===== config.mk =====
export PLATFORM = sky130hd
export DESIGN_NAME = prio_irq_core
export DESIGN_NICKNAME = d
export VERILOG_FILES = /design/src/rtl/prio_irq_pkg.sv /design/src/rtl/prio_irq_latch.sv /design/src/rtl/prio_irq_resolve.sv /design/src/rtl/prio_irq_service.sv /design/src/rtl/prio_irq_core.sv
export SDC_FILE = /design/constraint.sdc
export NUM_CORES = 1
export LEC_CHECK = 0
export ABC_AREA = 1
export CORE_ASPECT_RATIO = 0.75
export CORE_UTILIZATION = 40
export DETAILED_ROUTE_END_ITERATION = 8
export DONT_BUFFER_PORTS = 1
export MAX_ROUTING_LAYER = met4
export REMOVE_ABC_BUFFERS = 1
export SLEW_MARGIN = 20
export SYNTH_ARGS = -nofsm -noshare
export SYNTH_HDL_FRONTEND = slang
export SYNTH_SLANG_ARGS = --single-unit

===== constraint.sdc =====
create_clock -name clk -period 6.2 [get_ports clk]
set_input_delay 0.93 -clock clk [delete_from_list [all_inputs] [get_ports clk]]
set_output_delay 0.93 -clock clk [all_outputs]
set_load 0.05 [all_outputs]

===== src/rtl/prio_irq_pkg.sv =====
package prio_irq_pkg;
  localparam int unsigned MAX_IN = 32;

  // First offset p (0..n-1) whose bit ((p + base) mod n) is set; n if none.
  function automatic int unsigned rot_scan(input logic [MAX_IN-1:0] m,
                                           input int unsigned base,
                                           input int unsigned n);
    int unsigned res;
    int unsigned pos;
    res = n;
    for (int p = MAX_IN - 1; p >= 0; p--) begin
      if (p < int'(n)) begin
        pos = int'(p) + base;
        if (pos >= n) pos = pos - n;
        if (m[pos]) res = p;
      end
    end
    return res;
  endfunction

  // (a + b) mod n for a, b below n.
  function automatic int unsigned wrap_add(input int unsigned a,
                                           input int unsigned b,
                                           input int unsigned n);
    int unsigned s;
    s = a + b;
    if (s >= n) s = s - n;
    return s;
  endfunction
endpackage


===== src/rtl/prio_irq_latch.sv =====
module prio_irq_latch #(
  parameter int unsigned N = 8
) (
  input  logic         clk,
  input  logic         rst_n,
  input  logic [N-1:0] lines,
  input  logic [N-1:0] level_cfg,
  input  logic [N-1:0] clr_edge,
  output logic [N-1:0] irr
);
  logic [N-1:0] last_q;

  for (genvar i = 0; i < N; i++) begin : g_bit
    logic rise;
    assign rise = lines[i] & ~last_q[i];
    always_ff @(posedge clk or negedge rst_n) begin
      if (!rst_n) begin
        last_q[i] <= 1'b0;
        irr[i]    <= 1'b0;
      end else begin
        last_q[i] <= lines[i];
        if (level_cfg[i]) irr[i] <= lines[i];
        else              irr[i] <= (irr[i] | rise) & ~clr_edge[i];
      end
    end
  end
endmodule


===== src/rtl/prio_irq_resolve.sv =====
module prio_irq_resolve
  import prio_irq_pkg::*;
#(
  parameter int unsigned N     = 8,
  parameter int unsigned CASC  = 2,
  localparam int unsigned W    = $clog2(N)
) (
  input  logic [N-1:0] irr,
  input  logic [N-1:0] imr,
  input  logic [N-1:0] isr,
  input  logic [W-1:0] base,
  input  logic         sfnm,
  input  logic         master,
  output logic         win_valid,
  output logic [W-1:0] win_idx,
  output logic         top_valid,
  output logic [W-1:0] top_idx
);
  logic [N-1:0] cand_mask;
  logic [N-1:0] busy_mask;
  int unsigned  cand_p;
  int unsigned  cur_p;
  int unsigned  top_p;

  always_comb begin
    cand_mask = irr & ~imr;
    busy_mask = isr;
    if (sfnm && master && (CASC < N)) busy_mask[CASC] = 1'b0;
    cand_p    = rot_scan(MAX_IN'(cand_mask), 32'(base), N);
    cur_p     = rot_scan(MAX_IN'(busy_mask), 32'(base), N);
    top_p     = rot_scan(MAX_IN'(isr), 32'(base), N);
    win_valid = (cand_p < cur_p);
    win_idx   = W'(wrap_add(cand_p, 32'(base), N));
    top_valid = (top_p < N);
    top_idx   = W'(wrap_add(top_p, 32'(base), N));
  end
endmodule


===== src/rtl/prio_irq_service.sv =====
module prio_irq_service
  import prio_irq_pkg::*;
#(
  parameter int unsigned N  = 8,
  localparam int unsigned W = $clog2(N)
) (
  input  logic         clk,
  input  logic         rst_n,
  input  logic         ack_take,
  input  logic [W-1:0] win_idx,
  input  logic         aeoi,
  input  logic         rot_aeoi,
  input  logic         eoi_take,
  input  logic         eoi_specific,
  input  logic         eoi_rotate,
  input  logic [W-1:0] eoi_sel,
  input  logic         top_valid,
  input  logic [W-1:0] top_idx,
  input  logic         base_we,
  input  logic [W-1:0] base_wdata,
  output logic [N-1:0] isr,
  output logic [W-1:0] base
);
  logic         eoi_hit;
  logic [W-1:0] eoi_tgt;

  assign eoi_hit = eoi_take & (eoi_specific | top_valid);
  assign eoi_tgt = eoi_specific ? eoi_sel : top_idx;

  always_ff @(posedge clk or negedge rst_n) begin
    if (!rst_n) begin
      isr  <= '0;
      base <= '0;
    end else begin
      if (ack_take) begin
        if (!aeoi)         isr[win_idx] <= 1'b1;
        else if (rot_aeoi) base <= W'(wrap_add(32'(win_idx), 1, N));
      end else if (eoi_hit) begin
        isr[eoi_tgt] <= 1'b0;
        if (eoi_rotate) base <= W'(wrap_add(32'(eoi_tgt), 1, N));
      end
      if (base_we) base <= base_wdata;
    end
  end
endmodule


===== src/rtl/prio_irq_core.sv =====
module prio_irq_core #(
  parameter int unsigned N    = 8,
  parameter int unsigned CASC = 2,
  localparam int unsigned W   = $clog2(N)
) (
  input  logic         clk,
  input  logic         rst_n,
  input  logic [N-1:0] irq_lines,
  input  logic [N-1:0] cfg_level,
  input  logic         cfg_aeoi,
  input  logic         cfg_rot_aeoi,
  input  logic         cfg_sfnm,
  input  logic         cfg_master,
  input  logic         mask_we,
  input  logic [N-1:0] mask_wdata,
  input  logic         base_we,
  input  logic [W-1:0] base_wdata,
  input  logic         irq_ack,
  input  logic         eoi_valid,
  input  logic         eoi_specific,
  input  logic         eoi_rotate,
  input  logic [W-1:0] eoi_sel,
  output logic         irq_req,
  output logic [W-1:0] irq_idx,
  output logic [N-1:0] irr_o,
  output logic [N-1:0] isr_o,
  output logic [W-1:0] base_o
);
  logic [N-1:0] imr_q;
  logic         win_valid;
  logic [W-1:0] win_idx;
  logic         top_valid;
  logic [W-1:0] top_idx;
  logic         ack_take;
  logic         eoi_take;
  logic [N-1:0] clr_edge;

  assign ack_take = irq_ack & win_valid;
  assign eoi_take = eoi_valid & ~ack_take;

  always_comb begin
    clr_edge = '0;
    if (ack_take) clr_edge[win_idx] = ~cfg_level[win_idx];
  end

  prio_irq_latch #(.N(N)) u_latch (
    .clk(clk), .rst_n(rst_n), .lines(irq_lines), .level_cfg(cfg_level),
    .clr_edge(clr_edge), .irr(irr_o)
  );

  prio_irq_resolve #(.N(N), .CASC(CASC)) u_resolve (
    .irr(irr_o), .imr(imr_q), .isr(isr_o), .base(base_o),
    .sfnm(cfg_sfnm), .master(cfg_master),
    .win_valid(win_valid), .win_idx(win_idx),
    .top_valid(top_valid), .top_idx(top_idx)
  );

  prio_irq_service #(.N(N)) u_service (
    .clk(clk), .rst_n(rst_n), .ack_take(ack_take), .win_idx(win_idx),
    .aeoi(cfg_aeoi), .rot_aeoi(cfg_rot_aeoi), .eoi_take(eoi_take),
    .eoi_specific(eoi_specific), .eoi_rotate(eoi_rotate), .eoi_sel(eoi_sel),
    .top_valid(top_valid), .top_idx(top_idx), .base_we(base_we),
    .base_wdata(base_wdata), .isr(isr_o), .base(base_o)
  );

  always_ff @(posedge clk or negedge rst_n) begin
    if (!rst_n) begin
      imr_q   <= '0;
      irq_req <= 1'b0;
      irq_idx <= '0;
    end else begin
      if (mask_we) imr_q <= mask_wdata;
      irq_req <= win_valid;
      irq_idx <= win_valid ? win_idx : '0;
    end
  end
endmodule


==> impl_metrics.tcl, run 1 <==
set metrics [dict create \
    rrSetupSlack_ns 1.50 \
    via_count 3306 \
    yosys-top-cells-area "dfrtp_1 (30%), nand2_1 (22%), o21ai_0 (9.8%)" \
    crit_top_cell "nand2_1" \
    synth.distinct_cells 36 \
    synth_area_leader_cell "dfrtp_1" \
    cp_slowest_cell "ha_1" \
    synthFlopType "dfrtp_1" \
    ys_seq_area_share_pct 29.9 \
    port_buffers 0 \
    rr_endpoint "u_service.isr[1]" \
    drtAntennaViolNets 0 \
    r2r-start "u_service.base[1]" \
    yosys_register_bits 39 \
    fmax_ghz 0.213 \
    cp.required_ns 6.37 \
    h-tree-depth 2 \
    yosysWarnings 0 \
    initial_core_util_pct 41.4 \
    die_w_um 106 \
    clk_pin_slew_ns 0.08 \
    root_buffer "clkbuf_8" \
    hpwl_um 7100 \
    grt_use_met2_pct 35.5 \
    dieArea_mm2 0.00853 \
    grtUsageTotal_pct 23.2 \
    antenna_found_initial 0 \
    area_growth_pct 5.83 \
    diodes 0 \
    wl_per_cell_um 14.2 \
    vias_per_cell 5.26 \
    tns_ns 0 \
    finalNetCount 579 \
    cts_resized 0 \
    fin_crit_ns 4.70 \
    grt_busiest_layer "met2" \
    rr_worst_depth 28 \
    drcViolationCount 0 \
    core.rowCount 28 \
    grt_pass1_vias 3118 \
    ioPinCount 65 \
    slew_violations 0 \
    drv_cap 0 \
    cts_setup_buffers 0 \
    synth.most_common_cell "nand2_1" \
    final-seq-area_um2 976 \
    multi_input_area_mm2 0.00196 \
    use_met1_pct 30.9 \
    synth_top_area_share_pct 29.9 \
    hold_class "in -> async" \
    netlist_area_mm2 0.00326 \
    skew_ns 0.00430 \
    rsz0062_at_grt "false" \
    cts.path.max_buffers 2 \
    max_stage_delay_ns 0.63 \
    cts.sinks 39 \
    overflow 0 \
    min_period_over_period_pct 75.8 \
    synth-edff-count 0 \
    start_kind "flop" \
    finalWirelength_um 8890 \
    finalWeightedCongestion 0.921 \
    numCtsBuffers 5 \
    drtIter0Drc 298 \
    outcome "complete, no violations" \
    path_class "reg -> reg" \
    setup_viol 0 \
    cts_tree "yes" \
    grt_max_degree 40 \
    synthArstFlopShare_pct 100 \
    maxSlewHeadroom_pct 54.3 \
    gr-usage-met3_pct 5.52 \
    firstDrtPassIters 5 \
    worstSetupEndpointType "flop" \
    clock_latency_ns 0.29 \
    drive_above_1_share_pct 4.21 \
    fillCellCount 855 \
    synthTopCellsByCount "nand2_1 (188), inv_1 (70), o21ai_0 (64)" \
    cp.arrival_ns 4.87 \
    crit_fanout 16 \
    syn_area_per_cell_um2 6.25 \
    postCtsHoldBufs 0 \
    die_h_um 80.2 \
    tightest_slew_ns 0.678 \
    core_mm2 0.00788 \
    grt_pass1_wl_um 15100 \
    finalHoldViolCount 0 \
    synthCells 522 \
]
layout make-up:
class	count	area share, %
tap	105	3.80
clock inverter	1	0.254
clock buffer	7	2.50
multi-input combinational	400	56.6
sequential	39	28.3
timing repair buffer	3	0.652
inverter	73	7.93
per-layer routing:
metal | vias up | wire length [um] | share of wire [%]
li1 | 1671 | - | -
met3 | 13 | 683 | 7.7
met1 | 1506 | 4420 | 50
met4 | 0 | 116 | 1.3
met5 | - | 0 | 0
met2 | 116 | 3670 | 41
cells by family after synthesis:
| logic type | Yosys count | synth area share [%] |
|---|---|---|
| AND/OR/NAND/NOR | 289 | 36.6 |
| flip-flops | 39 | 29.9 |
| adder cells (fa/ha/maj) | 15 | 6.21 |
| buffers and inverters | 83 | 10.2 |
| XOR/XNOR | 5 | 1.80 |
| AO/OA/AOI/OAI | 88 | 14.3 |
| multiplexers | 3 | 0.997 |
stage by stage:
step | setup WS, ns | instances | utilization, % | hold slack [ns] | area, um^2
2_1_floorplan | 1.71 | 512 | - | 0.481 | 3210
3_3_place_gp | 1.68 | 620 | 42.6 | 0.494 | 3360
3_5_place_dp | 1.52 | 620 | 42.6 | 0.506 | 3360
4_1_cts | 1.51 | 628 | 43.8 | 0.317 | 3450
5_1_grt | 0.908 | 628 | 43.8 | 0.306 | 3450
6_report | 1.50 | 628 | 43.8 | 0.326 | 3450
worst max path at each step:
stage	slack [ns]	to	cells past startpoint	from
floorplan	1.71	u_latch.irr[0]	25	u_service.base[1]
global route	0.91	u_service.isr[1]	28	u_service.base[1]
detailed placement	1.52	u_service.isr[1]	28	u_service.base[1]
global placement	1.68	u_service.isr[1]	28	u_service.base[1]
finish	1.50	u_service.isr[1]	28	u_service.base[1]
CTS	1.51	u_service.isr[1]	28	u_service.base[1]
critical path: cells and delay by family, from the launching register on:
family	cells	cell delay [ns]
DFF	1	0.33
AOI/OAI and AO/OA	5	0.56
buffers and inverters	6	1.13
and+or+nand+nor	13	1.15
adders and majority gates	3	1.20
xor gates and xnor gates	1	0.20
state kept, by name, summed over array words and instances (netlist names):
register        count
u_latch.irr         8
imr_q               8
irq_idx             3
u_latch.last_q      8
u_service.isr       8
irq_req             1
u_service.base      3
cell usage in the layout, fill, tap and decap left out, types with 3 or more instances in the layout:
| cell | n |
|---|---|
| nor2_1 | 34 |
| buf_4 | 3 |
| nand4_1 | 3 |
| o21ai_0 | 64 |
| ha_1 | 13 |
| inv_1 | 70 |
| nor3_1 | 10 |
| clkbuf_8 | 6 |
| dfrtp_1 | 39 |
| a31oi_1 | 4 |
| nand3_1 | 47 |
| a21oi_1 | 10 |
| o211ai_1 | 5 |
| nand2_1 | 188 |
Power of run 1 is not shown: default switching activity piles up to over one toggle a cycle in this logic, so the estimate is an artifact.
==> inputs of run 2 (changes only) <==
==> constraint.sdc (replaced) <==
create_clock -name clk -period 4.9 [get_ports clk]
set_input_delay 0.735 -clock clk [delete_from_list [all_inputs] [get_ports clk]]
set_output_delay 0.735 -clock clk [all_outputs]
set_load 0.05 [all_outputs]
==> impl_metrics.tcl, run 2 (synthesis results as in run 1) <==
set metrics [dict create \
    initial_core_util_pct 41.4 \
    cp.required_ns 5.07 \
    port_buffers 0 \
    fmax_ghz 0.237 \
    path_class "reg -> reg" \
    clk_pin_slew_ns 0.08 \
    rsz0062_at_grt "false" \
    outcome "complete, no violations" \
    grt_pass1_wl_um 14500 \
    tns_ns 0 \
    min_period_over_period_pct 86.1 \
    cts_setup_buffers 0 \
    fillCellCount 843 \
    drv_cap 0 \
    antenna_found_initial 0 \
    grt_max_degree 40 \
    tightest_slew_ns 0.699 \
    grt_pass1_vias 2890 \
    fin_crit_ns 4.22 \
    finalNetCount 579 \
    gr-usage-met3_pct 5.68 \
    worstSetupEndpointType "flop" \
    die_w_um 106 \
    diodes 0 \
    overflow 0 \
    fin_hold_ws_ns 0.127 \
    vias_per_cell 5.21 \
    die_h_um 80.2 \
    h-tree-depth 2 \
    use_met1_pct 30.2 \
    ioPinCount 65 \
    crit_fanout 11 \
    crit_start "u_service.base[2]" \
    grt_busiest_layer "met2" \
    numCtsBuffers 5 \
    drcViolationCount 0 \
    dieArea_mm2 0.00853 \
    final-seq-area_um2 976 \
    slew_violations 0 \
    drtIter0Drc 281 \
    core_mm2 0.00788 \
    finalWeightedCongestion 0.962 \
    maxSlewHeadroom_pct 52.9 \
    hpwl_um 6950 \
    finalWirelength_um 8740 \
    via_count 3271 \
    cp.arrival_ns 4.39 \
    finalHoldViolCount 0 \
    start_kind "flop" \
    core.rowCount 28 \
    cts.sinks 39 \
    area_growth_pct 6.44 \
    final_common_cell "nand2_1" \
    drtAntennaViolNets 0 \
    cts.path.max_buffers 2 \
    root_buffer "clkbuf_8" \
    final_cell_mix "nand2_1 (188), inv_1 (70), o21ai_0 (64), nand3_1 (47), dfrtp_1 (39)" \
    cts_tree "yes" \
    firstDrtPassIters 5 \
    clock_latency_ns 0.29 \
    r2r-start "u_service.base[2]" \
    drive_above_1_share_pct 4.59 \
    skew_ns 0.00680 \
    grt_use_met2_pct 33.8 \
    grtUsageTotal_pct 22.3 \
    multi_input_area_mm2 0.00196 \
    setup_viol 0 \
    wl_per_cell_um 13.9 \
    hold_class "in -> async" \
]
[run 2: stage by stage]
stage | area, um^2 | utilization [%] | setup slack, ns | std cells
after floorplan | 3210 | - | 0.405 | 512
after global placement | 3360 | 42.6 | 0.728 | 620
after detailed placement | 3360 | 42.6 | 0.666 | 620
after CTS | 3470 | 44.0 | 0.617 | 628
after global routing | 3470 | 44.1 | 0.0840 | 628
final | 3470 | 44.1 | 0.683 | 628
[run 2: worst max-delay path: stages (launching register included)]
cell	delay, ns
dfrtp_1	0.69
inv_1	0.20
ha_1	0.42
inv_1	0.16
nand2_1	0.11
nand3_1	0.09
nand2_1	0.07
nand2_1	0.04
nand2_1	0.05
nand2_1	0.05
nand2_1	0.06
nand2_1	0.04
nand2_1	0.07
inv_1	0.04
ha_1	0.18
fa_1	0.37
xor2_1	0.20
xnor2_2	0.39
inv_2	0.15
nand2_1	0.10
nand2_1	0.07
nor2_2	0.24
nand2_1	0.11
o211ai_1	0.09
o21ai_0	0.11
[run 2: worst paths after layout]
kind                            cells after the start                 to  slack [ns]
worst max-delay path                               24     u_latch.irr[0]        0.68
worst min register to register                      1           imr_q[6]        0.53
min in group clk                                    0  u_latch.last_q[2]        0.46
worst min-delay path                                0           imr_q[2]        0.13
worst max register to register                     24     u_latch.irr[0]        0.68
max in group asynchronous                           0   u_service.isr[5]        4.68
[run 2: area by class of cell]
| type | instances | share of cell area [%] |
|---|---|---|
| Sequential cell | 39 | 28.1 |
| Multi-Input combinational cell | 400 | 56.4 |
| Tap cell | 105 | 3.78 |
| Inverter | 73 | 7.89 |
| Clock buffer | 5 | 1.98 |
| Clock inverter | 3 | 1.26 |
| Timing Repair Buffer | 3 | 0.648 |
[run 2: repair_timing]
action,4_1_cts,5_1_grt
resized for setup,0,1
hold buffers,0,0
endpoints found under the setup margin,0,1
[run 2: routing by layer]
| metal | part of all wire, % | up-vias |
|---|---|---|
| met1 | 49 | 1467 |
| met2 | 41 | 128 |
| met4 | 0.67 | 0 |
| li1 | - | 1670 |
| met3 | 8.9 | 6 |
| met5 | 0 | - |
Power of run 2 is left out for the same reason.
==> inputs of run 3 (changes only) <==
--- a/config.mk
+++ b/config.mk
@@ -6,7 +6,6 @@
 export NUM_CORES = 1
 export LEC_CHECK = 0
 export ABC_AREA = 1
-export CORE_ASPECT_RATIO = 0.75
 export CORE_UTILIZATION = 40
 export DETAILED_ROUTE_END_ITERATION = 8
 export DONT_BUFFER_PORTS = 1
==> impl_metrics.tcl, run 3 (synthesis results as in run 1) <==
set metrics [dict create \
    finalHoldViolCount 0 \
    finalWirelength_um 8830 \
    drv_cap 0 \
    initial_core_util_pct 41.8 \
    max_stage_delay_ns 0.61 \
    drive_above_1_share_pct 4.76 \
    crit_top_cell "nand2_1" \
    cp.arrival_ns 4.45 \
    crit_fanout 13 \
    grt_max_degree 40 \
    root_buffer "clkbuf_8" \
    worstSetupEndpointType "flop" \
    wl_per_cell_um 14.1 \
    maxSlewHeadroom_pct 48.7 \
    numCtsBuffers 5 \
    diodes 0 \
    hpwl_um 6980 \
    finalNetCount 581 \
    cp_slowest_cell "ha_1" \
    ioPinCount 65 \
    port_buffers 0 \
    cts_tree "yes" \
    core.rowCount 32 \
    cts.sinks 39 \
    cts_resized 0 \
    tns_ns 0 \
    final_cell_mix "nand2_1 (188), inv_1 (70), o21ai_0 (64), nand3_1 (47), dfrtp_1 (39)" \
    vias_per_cell 5.11 \
    firstDrtPassIters 4 \
    skew_ns 0.0113 \
    tightest_slew_ns 0.761 \
    worst-path-stages 27 \
    outcome "complete, no violations" \
    cpLargestDelayFamily "adder cells" \
    final_common_cell "nand2_1" \
    antenna_found_initial 0 \
    setup_viol 0 \
    grtUsageTotal_pct 23.0 \
    die_h_um 92.3 \
    area_growth_pct 6.78 \
    postCtsHoldBufs 0 \
    overflow 0 \
    path_class "reg -> reg" \
    min_period_over_period_pct 87.5 \
    clk_pin_slew_ns 0.08 \
    h-tree-depth 2 \
    die_w_um 92.3 \
    dieArea_mm2 0.00853 \
    fmax_ghz 0.233 \
    rsz0062_at_grt "false" \
    fillCellCount 821 \
    fin_crit_ns 4.29 \
    drtIter0Drc 131 \
    cp.required_ns 5.06 \
    hold_class "in -> async" \
    drtAntennaViolNets 0 \
    clock_latency_ns 0.29 \
    finalWeightedCongestion 0.919 \
    grt_pass1_vias 3125 \
    via_count 3204 \
    slew_violations 0 \
    drcViolationCount 0 \
    rr_worst_depth 27 \
    grt_pass1_wl_um 14900 \
    cts_setup_buffers 0 \
    start_kind "flop" \
    cts.path.max_buffers 2 \
    critPathBufInv 5 \
    core_mm2 0.00781 \
]
==> run 3: through the flow <==
| step | cells | cell area (um^2) | hold slack, ns | util (%) | setup WS, ns |
|---|---|---|---|---|---|
| floorplan | 512 | 3210 | 0.439 | - | 0.405 |
| global placement | 619 | 3370 | 0.440 | 43.2 | 0.739 |
| detailed placement | 619 | 3370 | 0.440 | 43.2 | 0.667 |
| CTS | 627 | 3490 | 0.113 | 44.6 | 0.656 |
| global route | 627 | 3490 | 0.105 | 44.6 | 0.0810 |
| finish | 627 | 3490 | 0.124 | 44.6 | 0.610 |
==> run 3: worst paths after layout <==
check	from	end	slack (ns)
max	u_service.base[1]	u_service.isr[1]	0.61
min	rst_n	u_latch.irr[6]	0.12
max reg2reg	u_service.base[1]	u_service.isr[1]	0.61
min reg2reg	imr_q[2]	imr_q[2]	0.51
max in group asynchronous	rst_n	u_service.base[1]	4.68
min in group clk	irq_lines[7]	u_latch.last_q[7]	0.46
==> run 3: metal layers <==
layer / wire, um / GRT usage, % / vias up
met5: 0 / - / -
met4: 228 / 9.38 / 0
met3: 382 / 4.11 / 20
met2: 4010 / 35.5 / 62
met1: 4210 / 29.8 / 1447
li1: - / - / 1675
==> run 3: cell type report <==
cell class / instances / area, um^2 / area share [%]
Timing Repair Buffer: 5 / 37.5 / 1.08
Clock inverter: 3 / 46.3 / 1.33
Tap cell: 102 / 128 / 3.66
Inverter: 73 / 274 / 7.86
Multi-Input combinational cell: 400 / 1960 / 56.1
Clock buffer: 5 / 68.8 / 1.97
Sequential cell: 39 / 976 / 28.0
Power of run 3 is left out for the same reason.
